<file path="src/rtl/ecc_irq_pkg.sv">
package ecc_irq_pkg;
  localparam int unsigned NUM_SRC = 6;
  localparam int unsigned ADDR_W  = 8;
  localparam int unsigned DATA_W  = 32;

  // Source index = status/enable bit position; the order is software-visible.
  typedef enum int unsigned {
    SRC_DESC_DED = 0,
    SRC_DESC_SEC = 1,
    SRC_RX_DED   = 2,
    SRC_RX_SEC   = 3,
    SRC_TX_DED   = 4,
    SRC_TX_SEC   = 5
  } src_e;

  localparam logic [ADDR_W-1:0] OFF_STATUS = 8'h30;
  localparam logic [ADDR_W-1:0] OFF_ENABLE = 8'h34;
  localparam logic [ADDR_W-1:0] OFF_CNT_LO = 8'h3C;
  localparam logic [ADDR_W-1:0] OFF_CNT_HI = 8'h40;
endpackage

</file>
<file path="src/rtl/ecc_sticky_status.sv">
module ecc_sticky_status #(
  parameter int unsigned N = 6
) (
  input  logic         clk,
  input  logic         rst_n,
  input  logic [N-1:0] set_i,
  input  logic [N-1:0] clr_i,
  output logic [N-1:0] q_o
);
  // Clear first, then set: a same-cycle event survives the clear.
  always_ff @(posedge clk) begin
    if (!rst_n) q_o <= '0;
    else        q_o <= (q_o & ~clr_i) | set_i;
  end
endmodule

</file>
<file path="src/rtl/ecc_sat_counter.sv">
module ecc_sat_counter #(
  parameter int unsigned W = 8
) (
  input  logic         clk,
  input  logic         rst_n,
  input  logic         inc_i,
  output logic [W-1:0] q_o
);
  localparam logic [W-1:0] MAX_VAL = '1;

  always_ff @(posedge clk) begin
    if (!rst_n)                        q_o <= '0;
    else if (inc_i && q_o != MAX_VAL)  q_o <= q_o + 1'b1;
  end
endmodule

</file>
<file path="src/rtl/ecc_reg_readback.sv">
module ecc_reg_readback
  import ecc_irq_pkg::*;
#(
  parameter int unsigned CNT_W = 8
) (
  input  logic [ADDR_W-1:0]        addr_i,
  input  logic [NUM_SRC-1:0]       status_i,
  input  logic [NUM_SRC-1:0]       enable_i,
  input  logic [NUM_SRC*CNT_W-1:0] cnt_i,
  output logic [DATA_W-1:0]        rdata_o
);
  logic [4*CNT_W-1:0] word_lo;
  logic [2*CNT_W-1:0] word_hi;

  assign word_lo = {cnt_i[SRC_RX_DED*CNT_W +: CNT_W],
                    cnt_i[SRC_RX_SEC*CNT_W +: CNT_W],
                    cnt_i[SRC_TX_DED*CNT_W +: CNT_W],
                    cnt_i[SRC_TX_SEC*CNT_W +: CNT_W]};
  assign word_hi = {cnt_i[SRC_DESC_DED*CNT_W +: CNT_W],
                    cnt_i[SRC_DESC_SEC*CNT_W +: CNT_W]};

  always_comb begin
    unique case (addr_i)
      OFF_STATUS: rdata_o = DATA_W'(status_i);
      OFF_ENABLE: rdata_o = DATA_W'(enable_i);
      OFF_CNT_LO: rdata_o = DATA_W'(word_lo);
      OFF_CNT_HI: rdata_o = DATA_W'(word_hi);
      default:    rdata_o = '0;
    endcase
  end
endmodule

</file>
<file path="src/rtl/ecc_irq_ctrl.sv">
module ecc_irq_ctrl
  import ecc_irq_pkg::*;
#(
  parameter int unsigned CNT_W = 8
) (
  input  logic               clk,
  input  logic               rst_n,
  input  logic [NUM_SRC-1:0] err_evt,
  input  logic [ADDR_W-1:0]  reg_addr,
  input  logic               reg_wr,
  input  logic [DATA_W-1:0]  reg_wdata,
  output logic [DATA_W-1:0]  reg_rdata,
  output logic               irq
);
  logic                     wr_status;
  logic                     wr_enable;
  logic [NUM_SRC-1:0]       clr_mask;
  logic [NUM_SRC-1:0]       status_q;
  logic [NUM_SRC-1:0]       enable_q;
  logic [NUM_SRC*CNT_W-1:0] cnt_flat;
  logic                     unused_wdata_hi;

  assign wr_status       = reg_wr && (reg_addr == OFF_STATUS);
  assign wr_enable       = reg_wr && (reg_addr == OFF_ENABLE);
  assign clr_mask        = wr_status ? reg_wdata[NUM_SRC-1:0] : '0;
  assign unused_wdata_hi = ^reg_wdata[DATA_W-1:NUM_SRC];

  ecc_sticky_status #(.N(NUM_SRC)) u_status (
    .clk   (clk),
    .rst_n (rst_n),
    .set_i (err_evt),
    .clr_i (clr_mask),
    .q_o   (status_q)
  );

  always_ff @(posedge clk) begin
    if (!rst_n)         enable_q <= '0;
    else if (wr_enable) enable_q <= reg_wdata[NUM_SRC-1:0];
  end

  for (genvar s = 0; s < NUM_SRC; s++) begin : g_cnt
    ecc_sat_counter #(.W(CNT_W)) u_cnt (
      .clk   (clk),
      .rst_n (rst_n),
      .inc_i (err_evt[s]),
      .q_o   (cnt_flat[s*CNT_W +: CNT_W])
    );
  end

  ecc_reg_readback #(.CNT_W(CNT_W)) u_rdback (
    .addr_i   (reg_addr),
    .status_i (status_q),
    .enable_i (enable_q),
    .cnt_i    (cnt_flat),
    .rdata_o  (reg_rdata)
  );

  assign irq = |(status_q & enable_q);
endmodule

</file>
<file path="config.mk">
export PLATFORM = sky130hd
export DESIGN_NAME = ecc_irq_ctrl
export DESIGN_NICKNAME = d
export VERILOG_FILES = /design/src/rtl/ecc_irq_pkg.sv /design/src/rtl/ecc_sticky_status.sv /design/src/rtl/ecc_sat_counter.sv /design/src/rtl/ecc_reg_readback.sv /design/src/rtl/ecc_irq_ctrl.sv
export SDC_FILE = /design/constraint.sdc
export NUM_CORES = 1
export LEC_CHECK = 0
export BUFFER_PORTS_ARGS = -buffer_cell sky130_fd_sc_hd__clkbuf_2
export CORE_MARGIN = 2
export CORE_UTILIZATION = 31
export DETAILED_ROUTE_END_ITERATION = 8
export GPL_ROUTABILITY_DRIVEN = 0
export MAX_ROUTING_LAYER = met4
export PLACE_DENSITY_LB_ADDON = 0.12
export RECOVER_POWER = 50
export SLEW_MARGIN = 20
export SYNTH_ARGS = -nofsm -noshare
export SYNTH_HDL_FRONTEND = slang
export SYNTH_HIERARCHICAL = 1
export SYNTH_SLANG_ARGS = --single-unit
</file>
<file path="constraint.sdc">
create_clock -name clk -period 2 [get_ports clk]
set_input_delay 0.2 -clock clk [delete_from_list [all_inputs] [get_ports clk]]
set_output_delay 0.2 -clock clk [all_outputs]
set_load 0.05 [all_outputs]
</file>
== After elaboration in Yosys (flattened, before gate mapping) ==
Cells that the tools add are included.
Storage, ports and cells
  bits in registers: 60
  output and inout port bits: 33
Cells by class
  add/subtract/negate cells: 6
  eq/ne operators: 10
  mux-type cells: 2
  bitwise gates (word level): 4
  reduce and logical (&&, ||, !) cells: 9
Operators with widths (number)
  case mux 32 bit (4 select lines): 1
  adder 8 x 1 -> 8 bit (second input constant): 6
  inequality test 8 bit (second input constant): 6
  equality test 8 x 6 -> 1 bit (second input constant): 3
  AND 6 bit: 2
  equality test 8 x 7 -> 1 bit (second input constant): 1
  logical AND 1 bit: 8
  two-way mux 6 bit: 1
  NOT 6 bit: 1
  bitwise OR 6 bit: 1
  OR reduction 6 bit: 1

== Longest topological paths before layout ==
  depth in word-level cells: 6
  depth in mapped cells: 6
  mapped depth without buffers: 5

== By module ==
Netlist, hierarchy kept.
By module, submodules not included
  ecc_sat_counter: times used 6, cells each 47, area an instance 404.1 sq um
  ecc_reg_readback: times used 1, cells each 60, area an instance 449.2 sq um
  ecc_irq_ctrl: times used 1, cells each 40, area an instance 349.1 sq um
  ecc_sticky_status: times used 1, cells each 18, area an instance 247.7 sq um

== Least setup slack after synthesis ==
Ideal clock, no wire load.
  path type: in2out
  from: input port reg_addr[4]
  to: output port reg_rdata[0]
  data arrival time: 1.548 ns
  required time: 1.800 ns
  path slack: 0.252 ns
  cell stages on the path: 3
  path buffers: 0
  cells stage by stage: nor3b_1 -> a22oi_1 -> o22ai_1
On the way
  longest elaborated chain between the ends: 2
  elaborated cells on any way between the ends: 5
  classes of those cells: eq/ne: 4; mux: 1
Ends and longest elaborated chain
  from (decl): RTL line ecc_irq_ctrl.sv:9  | input logic [ADDR_W-1:0] reg_addr,
  equality test 8 x 7 -> 1 bit / equality test 8 x 6 -> 1 bit (equally long branches): RTL line ecc_reg_readback.sv:23  | unique case (addr_i)
  case mux 32 bit (4 select lines) *: RTL line ecc_reg_readback.sv:23
  to (decl): RTL line ecc_irq_ctrl.sv:12  | output logic [DATA_W-1:0] reg_rdata,
Mark *: on every way between the ends. The rest lies on a longest branch, timed or not.

== Worst setup path after layout ==
  from: input port reg_addr[1]
  to: output port reg_rdata[15]
Same word-level chain as after synthesis.

==> impl_metrics.tcl <==
set metrics [dict create \
    status "finished, final reports clean" \
    overflow 0 \
    grtUsageTotal_pct 16.4 \
    leakage_nw 1.59 \
    timing.final.crit_share_pct 87.9 \
    coreArea_um2 10900 \
    fin_crit_ns 1.76 \
    grt_pass1_vias 2940 \
    intPower_w 0.00180 \
    grt_pass1_wl_um 14900 \
    antenna_found_initial 0 \
    clock-sinks 60 \
    rows 38 \
    cp_top_family "simple AND/OR/NAND/NOR gates" \
    synth-compound-area-share_pct 23.1 \
    ant_nets 0 \
    wl_um 8990 \
    initial_utilization_pct 31.9 \
    htree_levels 3 \
    synth.net_count 455 \
    cts_setup_buffers 0 \
    fin_tns_setup_ns 0 \
    worst-path-buf-inv 2 \
    grt_max_degree 32 \
    area_growth_pct 16.0 \
    maxSlewHeadroom_pct 53.9 \
    ys.flop_type "dfxtp_1" \
    crit_type "input port to output pin" \
    dieArea_um2 12100 \
    ys_top_cells_by_area "dfxtp_1 (35%), mux2i_1 (6.9%), nand2_1 (5.3%)" \
    yosysSeqAreaShare_pct 34.6 \
    pwr-share-seq_pct 52.3 \
    worst_setup_path_start_kind "input port" \
    nets 517 \
    drtPass1Iterations 6 \
    synth-seq-cells 60 \
    cp_data_required_time_ns 1.80 \
    synth_fa_ha_area_share_pct 2.16 \
    synth_xor_xnor_area_share_pct 0 \
    clockPowerShare_pct 39.8 \
    ys_types 40 \
    synth.top_cell.area_share_pct 34.6 \
    power.switching_w 0.000629 \
    slew_viol_final 0 \
    cts_tree "yes" \
    drc 0 \
    drive_gt1_share_pct 18.2 \
    total_power_w 0.00243 \
    num_vias 3217 \
    antenna_cells 0 \
    combPwrFrac_pct 7.9 \
    slowest_delay_ns 0.46 \
    clk_latency_ns 0.34 \
    utilization_pct 37.0 \
    tightest_slew_ns 0.687 \
    ctsResizeCount 0 \
    yosys-top-cells-count "dfxtp_1 (60), nand2_1 (49), a21oi_1 (30), mux2i_1 (24), and2_1 (22)" \
    power_density_nw_per_um2 603 \
    clockRootBuffer "clkbuf_8" \
    synth_area_um2 3470 \
    cp_slowest_cell "and4_4" \
    synth_top_family_by_area "simple AND/OR/NAND/NOR gates" \
    synth_top_area_cell "dfxtp_1" \
    end_kind "output pin" \
    avgSynthCellArea_um2 8.68 \
    synth_edf_count 0 \
    swShare_pct 25.9 \
    die_x_um 110 \
    skew_ns 0.00620 \
    synth-warning-count 6 \
    hold_buffers 0 \
    detail_route.wl_per_cell_um 14.8 \
    cp.arrival_ns 1.56 \
    clockBufferDepth 2 \
    via_per_inst 5.30 \
    cp_max_fo 26 \
    hpwlAfterDp_um 6620 \
    io_buffers 55 \
    hp-class "input port to register" \
    cts_inserted_buffers 9 \
    synthArstFlopShare_pct 0 \
    io_pins 82 \
    fmax_ghz 0.569 \
    drt_iter0_drc 131 \
    yosys.area_share.simple_pct 29.3 \
    synth_mux_area_share_pct 6.92 \
    synth.most_common_cell "dfxtp_1" \
    syn_inst 400 \
    hold_viol_final 0 \
    cpMostUsedCell "clkbuf_2" \
    cap_violations 0 \
    ir_drop_uv 235 \
    path_cells "clkbuf_2, nor3_1, and4_4, a22o_1, clkbuf_2" \
    rsz0062_at_grt "false" \
    setup_viol 0 \
    fill_cells 1175 \
    clk_pin_slew_ns 0.07 \
    die-height_um 110 \
]
[cells by family after synthesis]
logic type	after synthesis
muxes	24
buffers and inverters	26
and+or+nand+nor	169
AOI/OAI and AO/OA	115
DFF	60
adders and majority gates	6
[routing by layer]
layer	vias up	wire length, µm	global-route usage, %
li1	1644	-	-
met1	1500	4510	22.1
met2	62	4000	24.3
met3	11	338	2.43
met4	0	133	6.78
met5	-	0	-
[flip-flops by register name, summed over array words and instances (netlist names)]
name             cells
g_cnt.u_cnt/q_o     48
enable_q             6
u_status/q_o         6
[cell usage in the layout, fill, tap and decap left out, drive strengths merged, types with 8 or more instances in the layout]
master,instances
a211oi,12
a21boi,12
a21oi,30
a22o,10
a22oi,9
and2,22
and3,13
and4,13
buf,8
clkbuf,70
dfxtp,60
inv,13
mux2i,24
nand2,49
nand3,14
nand4,12
nor3,21
o21bai,12
[area by class of cell]
class                      instances  area (µm²)  share of cell area [%]
clock buffer                      14         153                    3.79
clock inverter                     2        10.0                   0.249
inverter                          13        48.8                    1.21
multi-input combinational        314        2100                    52.2
sequential                        60        1200                    29.8
tap                              140         175                    4.35
timing repair buffer              64         338                    8.39
[stage by stage]
step / hold WS (ns) / setup slack, ns / cell area, µm² / instances
after floorplan: 0.317 / 0.252 / 3470 / 400
after global placement: 0.442 / 0.221 / 3900 / 591
after detailed placement: 0.451 / 0.217 / 3900 / 591
after CTS: 0.0774 / 0.217 / 4060 / 607
after global routing: 0.111 / 0.116 / 4030 / 607
final: 0.0967 / 0.242 / 4030 / 607
[worst reg2reg max path, cell delays in order, from the launching register on]
cell and delay [ns]:
dfxtp_1 0.43, ha_1 0.26, nand3_1 0.14, or4_1 0.41, and3_1 0.18
[worst paths after layout]
kind / to / startpoint / cells after the start / slack (ns)
setup / recovery: reg_rdata[15] / reg_addr[1] / 5 / 0.24
hold reg to reg: enable_q[5] / enable_q[5] / 2 / 0.48
hold / removal: enable_q[3] / reg_wdata[3] / 3 / 0.1
setup reg to reg: g_cnt[5].u_cnt/q_o[6] / g_cnt[5].u_cnt/q_o[1] / 4 / 0.47
[power by group through the flow]
stage,Sequential (W),Combinational (W),Clock (W)
final,0.00127,0.000192,0.000965
after detailed placement,0.00130,0.000198,0
after global placement,0.00130,0.000193,0
after global routing,0.00128,0.000220,0.00105
after floorplan,0.00128,0.000116,0
after CTS,0.00127,0.000199,0.00100
Power figures use the tool's default switching activity.
